## src/rtl/cdiv_pkg.sv

```systemverilog
package cdiv_pkg;

  typedef enum logic {
    SPACE_NARROW = 1'b0,
    SPACE_WIDE   = 1'b1
  } space_e;

  // Position of a lane in the interleaved wide ordering: even lanes fill
  // the early slots, odd lanes follow after them.
  function automatic int wide_slot(input int lane, input int lanes);
    if ((lane % 2) == 0) return lane / 2;
    return (lanes + 1) / 2 + (lane - 1) / 2;
  endfunction

endpackage

```

## src/rtl/cdiv_count.sv

```systemverilog
module cdiv_count #(
  parameter int DIV = 20,
  parameter int CW  = $clog2(DIV)
) (
  input  logic          clk,
  input  logic          rst,
  output logic [CW-1:0] cnt,
  output logic          wrap
);
  localparam logic [CW-1:0] LAST = CW'(DIV - 1);

  assign wrap = (cnt == LAST);

  always_ff @(posedge clk) begin
    if (rst)       cnt <= '0;
    else if (wrap) cnt <= '0;
    else           cnt <= cnt + 1'b1;
  end
endmodule

```

## src/rtl/cdiv_mode.sv

```systemverilog
module cdiv_mode
  import cdiv_pkg::*;
(
  input  logic   clk,
  input  logic   rst,
  input  logic   wrap,
  input  logic   spacing_sel,
  output space_e mode
);
  always_ff @(posedge clk) begin
    if (rst)       mode <= SPACE_NARROW;
    else if (wrap) mode <= spacing_sel ? SPACE_WIDE : SPACE_NARROW;
  end
endmodule

```

## src/rtl/cdiv_lane.sv

```systemverilog
module cdiv_lane
  import cdiv_pkg::*;
#(
  parameter int DIV  = 20,
  parameter int CW   = $clog2(DIV),
  parameter int NOFF = 0,
  parameter int WOFF = 0
) (
  input  logic          clk,
  input  logic          rst,
  input  logic [CW-1:0] cnt,
  input  space_e        mode,
  output logic          q
);
  localparam logic [CW:0] NADD = (CW+1)'(DIV - (NOFF % DIV));
  localparam logic [CW:0] WADD = (CW+1)'(DIV - (WOFF % DIV));
  localparam logic [CW:0] MODV = (CW+1)'(DIV);
  localparam logic [CW:0] HALF = (CW+1)'(DIV / 2);

  logic [CW:0] add;
  logic [CW:0] raw;
  logic [CW:0] ph;

  always_comb begin
    add = (mode == SPACE_WIDE) ? WADD : NADD;
    raw = {1'b0, cnt} + add;
    ph  = (raw >= MODV) ? raw - MODV : raw;
  end

  always_ff @(posedge clk) begin
    if (rst) q <= 1'b0;
    else     q <= (ph < HALF);
  end
endmodule

```

## src/rtl/cdiv_aux.sv

```systemverilog
module cdiv_aux #(
  parameter int DIV         = 20,
  parameter int CW          = $clog2(DIV),
  parameter int SYM_HIGH    = 4,
  parameter int STROBE_LEAD = 3
) (
  input  logic          clk,
  input  logic          rst,
  input  logic [CW-1:0] cnt,
  output logic          bit_q,
  output logic          strobe_q,
  output logic          sym_q
);
  localparam logic [CW:0] MODV  = (CW+1)'(DIV);
  localparam logic [CW:0] HALF  = (CW+1)'(DIV / 2);
  localparam logic [CW:0] LEAD  = (CW+1)'(STROBE_LEAD % DIV);
  localparam logic [CW:0] SYMLO = (CW+1)'(DIV / 2 - SYM_HIGH);

  logic [CW:0] sraw;
  logic [CW:0] sph;
  logic [CW:0] yph;

  always_comb begin
    sraw = {1'b0, cnt} + LEAD;
    sph  = (sraw >= MODV) ? sraw - MODV : sraw;
    yph  = ({1'b0, cnt} >= HALF) ? {1'b0, cnt} - HALF : {1'b0, cnt};
  end

  always_ff @(posedge clk) begin
    if (rst) begin
      bit_q    <= 1'b0;
      strobe_q <= 1'b0;
      sym_q    <= 1'b0;
    end else begin
      bit_q    <= ~cnt[0];
      strobe_q <= (sph < HALF);
      sym_q    <= (yph >= SYMLO);
    end
  end
endmodule

```

## src/rtl/byte_clk_divider.sv

```systemverilog
module byte_clk_divider
  import cdiv_pkg::*;
#(
  parameter int DIV         = 20,
  parameter int LANES       = 5,
  parameter int NARROW_STEP = 2,
  parameter int WIDE_STEP   = 4,
  parameter int SYM_HIGH    = 4,
  parameter int STROBE_LEAD = 3,
  parameter int FB_LANE     = 0
) (
  input  logic             clk,
  input  logic             rst,
  input  logic             spacing_sel,
  output logic             bit_clk,
  output logic             byte_strobe,
  output logic [LANES-1:0] byte_clk,
  output logic             sym_clk,
  output logic             fb_clk
);
  localparam int CW = $clog2(DIV);

  logic [CW-1:0] cnt;
  logic          wrap;
  space_e        mode;

  cdiv_count #(.DIV(DIV), .CW(CW)) u_count (
    .clk (clk),
    .rst (rst),
    .cnt (cnt),
    .wrap(wrap)
  );

  cdiv_mode u_mode (
    .clk        (clk),
    .rst        (rst),
    .wrap       (wrap),
    .spacing_sel(spacing_sel),
    .mode       (mode)
  );

  for (genvar i = 0; i < LANES; i++) begin : g_lane
    cdiv_lane #(
      .DIV (DIV),
      .CW  (CW),
      .NOFF(i * NARROW_STEP),
      .WOFF(wide_slot(i, LANES) * WIDE_STEP)
    ) u_lane (
      .clk (clk),
      .rst (rst),
      .cnt (cnt),
      .mode(mode),
      .q   (byte_clk[i])
    );
  end

  // Separate register for the comparator feedback so its load stays off
  // the byte clock nets.
  cdiv_lane #(
    .DIV (DIV),
    .CW  (CW),
    .NOFF(FB_LANE * NARROW_STEP),
    .WOFF(wide_slot(FB_LANE, LANES) * WIDE_STEP)
  ) u_fb (
    .clk (clk),
    .rst (rst),
    .cnt (cnt),
    .mode(mode),
    .q   (fb_clk)
  );

  cdiv_aux #(
    .DIV        (DIV),
    .CW         (CW),
    .SYM_HIGH   (SYM_HIGH),
    .STROBE_LEAD(STROBE_LEAD)
  ) u_aux (
    .clk     (clk),
    .rst     (rst),
    .cnt     (cnt),
    .bit_q   (bit_clk),
    .strobe_q(byte_strobe),
    .sym_q   (sym_clk)
  );
endmodule

```

## config.mk

```make
export PLATFORM = sky130hd
export DESIGN_NAME = byte_clk_divider
export DESIGN_NICKNAME = d
export VERILOG_FILES = /design/src/rtl/cdiv_pkg.sv /design/src/rtl/cdiv_count.sv /design/src/rtl/cdiv_mode.sv /design/src/rtl/cdiv_lane.sv /design/src/rtl/cdiv_aux.sv /design/src/rtl/byte_clk_divider.sv
export SDC_FILE = /design/constraint.sdc
export NUM_CORES = 1
export LEC_CHECK = 0
export ABC_CLOCK_PERIOD_IN_PS = 4100
export BUFFER_PORTS_ARGS = -buffer_cell sky130_fd_sc_hd__buf_2
export CAP_MARGIN = 10
export CORE_UTILIZATION = 64
export DETAILED_ROUTE_END_ITERATION = 8
export GPL_ROUTABILITY_DRIVEN = 0
export PLACE_DENSITY = 0.84
export SLEW_MARGIN = 40
export SYNTH_ARGS = -nofsm -noshare
export SYNTH_HDL_FRONTEND = slang
export SYNTH_SLANG_ARGS = --single-unit
```

## constraint.sdc

```tcl
create_clock -name clk -period 4.1 [get_ports clk]
set_input_delay 0 -clock clk [delete_from_list [all_inputs] [get_ports clk]]
set_output_delay 0 -clock clk [all_outputs]
set_load 0.01 [all_outputs]
```

==> results.md <==
- Dividing the detail-routed wire length by the instance count gives 13.6 µm.
- Clock tree synthesis found a total of 14 sinks.
- The largest vdd supply drop is 0.320 mV.
- In the layout the commonest cells are sky130_fd_sc_hd__ha_1, sky130_fd_sc_hd__nor2_1, sky130_fd_sc_hd__inv_1.
- The number of nets still failing antenna checks after routing is 0.
- The initial antenna violation count is 0.
- The highest attainable clock frequency is 345 MHz.
- The first detailed-routing pass ran for 5 iterations.
- Yosys mapped the design onto 48 distinct sky130hd cell types.
- Detailed placement ended at an HPWL of 2080 µm.
- The largest total area in the synthesized netlist belongs to sky130_fd_sc_hd__ha_1.
- The die span in y is 49.9 µm.
- In the global route stage, overall resource usage came out at 27.0%.
- The tree is rooted in a sky130_fd_sc_hd__clkbuf_4.
- STA puts the critical path data required time at 4.28 ns.
- The data arrival time at the worst-slack endpoint is 3.08 ns.
- The wire length of the first global-routing pass is 5260 µm.
- Counting every instance in the synthesized netlist gives 179.
- The number of I/O port buffers is 11.
- The final max-slew violation count is 0.
- The hold violation total from the final report is 0.
- The internal reg-to-reg setup slack is 1.20 ns.
- The largest fanout on the critical path is 17.
- The total number of placement rows is 16.
- In this run the number of H-tree levels came out at 1.
- The clock tree from TritonCTS is yes.
- The final total negative setup slack is 0 ns.
- Power spread over the standard cell area amounts to 244 nW/µm².
- Across the run, the number of max-cap violations was 0.
- The most used flip-flop cell after synthesis is sky130_fd_sc_hd__dfxtp_1.
- Entering global routing, the biggest net connects 18 pins.
- The critical path is of the flip-flop to flip-flop type.
- The share of the yosys chip area belonging to registers is 19.1%.
- After clock tree synthesis, the setup repair step added 0 buffers.
- The detailed router placed 1,265 vias in this run.
- For this run, the slowest stage of the critical path takes 0.76 ns.
- After detailed placement, the total cell area comes to 1500 µm².
- The fraction of registers with async set/reset is 0%.
- STA classifies the critical path endpoint as a flip-flop.
- The period utilization is 70.7%.
- Once the floorplan was initialized, standard cells occupied 71.2% of the core.
- For the pin with the worst max-slew slack, the measured transition is 0.669 ns.
- The iteration-0 DRC count of the detailed router is 19.
- Across all hold checks on the routed design, the worst slack comes to 0.0314 ns.
- The number of nets in the synthesized netlist is 210.
- At the end of the flow, the number of nets in the layout was 219.
- The core region is 2060 µm².
- Relative to the synthesized area, the layout overhead comes to 5.20%.
- The number of inserted diodes is 0.
- Among the stages of the critical path, the cell type that occurs most often is sky130_fd_sc_hd__inv_1.
- The maximum clock insertion buffer count is 2.
- The relative slew slack is 55.3%.
- After routing the design area is 1550 µm².
- The post-route netlist has 11.8% of its cells at a drive strength greater than 1.
- After synthesis, the largest area contributor takes up 23.9% of total cell area.
- The post-layout minimum cycle time is 2.90 ns.
- Synthesis inferred 14 register bits.
- The total routed wirelength is 2900 µm.
- Pin placement for this block handled 12 I/O pins.
- The flow ran to the end, and the final reports show no timing, DRC or antenna violations.
- The number of setup violations in the final report is 0.
- After synthesis, the cell types taking the most area are sky130_fd_sc_hd__ha_1, sky130_fd_sc_hd__dfxtp_1, sky130_fd_sc_hd__xnor2_1, sky130_fd_sc_hd__nor2_1, sky130_fd_sc_hd__inv_1.
- The share of the core filled with cells in the final layout is 74.9%.
- TritonCTS created 3 clock buffers.
- Counting flops with a built-in enable in the synthesized netlist gives 0.
- The via count of the first global-routing pass is 1,243.
- The commonest non-fill, non-tap cell in the layout is sky130_fd_sc_hd__ha_1.
- Yosys printed 0 warnings.
- After clock tree synthesis, the clock-pin slew on the worst setup and hold paths is 0.10 ns.
- Clock skew on the completed layout was measured at 0.0117 ns.
- The cell area that synthesis handed to floorplanning was 1470 µm².
- The die area is 2490 µm².
- The latest clock arrival within the worst-skew pair is 0.29 ns.
- The slowest stage of the critical path is the sky130_fd_sc_hd__dfxtp_1 cell.
- The tightest min-delay check is of the input pin to flip-flop type.
- In this run, post-CTS repair resized a total of 0 instances.
- Global routing finished with a remaining overflow of 0.
- The average size of a mapped cell is 8.21 µm².
- The via count normalized by instance count is 5.91.
- The number of remaining DRC errors is 0.
- The total leakage power is 0.000705 µW.
- The width of the die is 49.9 µm.
- The number of filler cells placed in the layout is 156.
- STA classifies the critical path startpoint as a flip-flop.
- Walking the worst path, the cells encountered are inv_1, ha_1, xnor2_1, inv_1, ha_1, inv_1, a21oi_1, o21ai_0, o41a_1, o41ai_1.
- Setup repair after global routing left no endpoint under its margin.
critical path: cells and delay by family, from the launching register on:
family                     cells  cell delay, ns
DFF                            1            0.76
buffers and inverters          3            0.52
AOI/OAI and AO/OA              4            0.62
xor gates and xnor gates       1            0.24
adders and majority gates      2            0.64
routing by layer:
| metal | vias up | routed length, µm | GRT usage [%] | share of wire [%] |
|---|---|---|---|---|
| met5 | - | 0 | 0 | 0 |
| met4 | 0 | 23 | 6.67 | 0.79 |
| met3 | 4 | 139 | 5.86 | 4.8 |
| met2 | 37 | 1370 | 47.5 | 47 |
| met1 | 588 | 1370 | 32.9 | 47 |
| li1 | 636 | - | - | - |
per-stage QoR:
step           cells  power [µW]  setup slack, ns
2_1_floorplan    179         253             1.71
3_3_place_gp     209         265             1.45
3_5_place_dp     209         272             1.31
4_1_cts          214         376             1.22
5_1_grt          214         399            0.981
6_report         214         376             1.20
repair_timing:
action                                 in CTS  in global routing
setup endpoints to repair                   0                  0
endpoints found under the hold margin       1                  0
hold buffers                                1                  0
synth_stat cells (2+ instances only):
master / count
sky130_fd_sc_hd__nor2_1: 20
sky130_fd_sc_hd__nand3_1: 4
sky130_fd_sc_hd__nand2_1: 12
sky130_fd_sc_hd__o31ai_1: 2
sky130_fd_sc_hd__mux2i_1: 5
sky130_fd_sc_hd__a31oi_1: 5
sky130_fd_sc_hd__dfxtp_1: 14
sky130_fd_sc_hd__xnor2_1: 9
sky130_fd_sc_hd__nand2b_1: 3
sky130_fd_sc_hd__buf_2: 2
sky130_fd_sc_hd__o21ai_0: 10
sky130_fd_sc_hd__buf_4: 5
sky130_fd_sc_hd__xor2_1: 2
sky130_fd_sc_hd__a21oi_1: 9
sky130_fd_sc_hd__inv_1: 15
sky130_fd_sc_hd__ha_1: 28
sky130_fd_sc_hd__nor2b_1: 3
cell families (layout without fill, tap and decap cells):
| kind of cell | count (synthesis) | in the layout | share of synthesized area, % |
|---|---|---|---|
| xor+xnor | 12 | 12 | 7.67 |
| buf+inv | 24 | 32 | 8.09 |
| simple gates | 50 | 50 | 16.1 |
| flops | 14 | 14 | 19.1 |
| fa+ha+maj | 28 | 28 | 23.9 |
| mux | 6 | 6 | 4.17 |
| compound gates | 45 | 45 | 21.0 |
flip-flops by register name, indices dropped and copies added (netlist names):
name and flops:
u_count.cnt 5, u_aux.strobe_q 1, u_aux.sym_q 1, u_mode.mode 1
u_fb.q 1, g_lane.u_lane.q 4, u_aux.bit_q 1
report_power, final:
group | internal, µW | switching [µW] | total (µW)
sequential | 144 | 9.84 | 153
combinational | 52.1 | 67.5 | 120
clock | 54.0 | 49.1 | 103
final timing paths:
path | from | endpoint | cells past startpoint
worst max-delay path | u_count.cnt[2]$_SDFF_PP0_ | g_lane[3].u_lane.q$_SDFF_PP0_ | 10
worst min-delay path | rst | g_lane[4].u_lane.q$_SDFF_PP0_ | 2
worst max register to register | u_count.cnt[2]$_SDFF_PP0_ | g_lane[3].u_lane.q$_SDFF_PP0_ | 10
worst min register to register | u_mode.mode$_SDFFE_PP0P_ | u_mode.mode$_SDFFE_PP0P_ | 2
final cells by class:
cell class / count / area (µm²) / share of cell area, %
multi-input cells: 141 / 1070 / 69.2
flip-flops and latches: 14 / 280 / 18.1
clock buffers: 4 / 36.3 / 2.35
well taps: 27 / 33.8 / 2.19
inverters: 16 / 60.1 / 3.89
repair buffers: 12 / 65.1 / 4.21
Note: power is estimated with default switching activity, not from simulation.
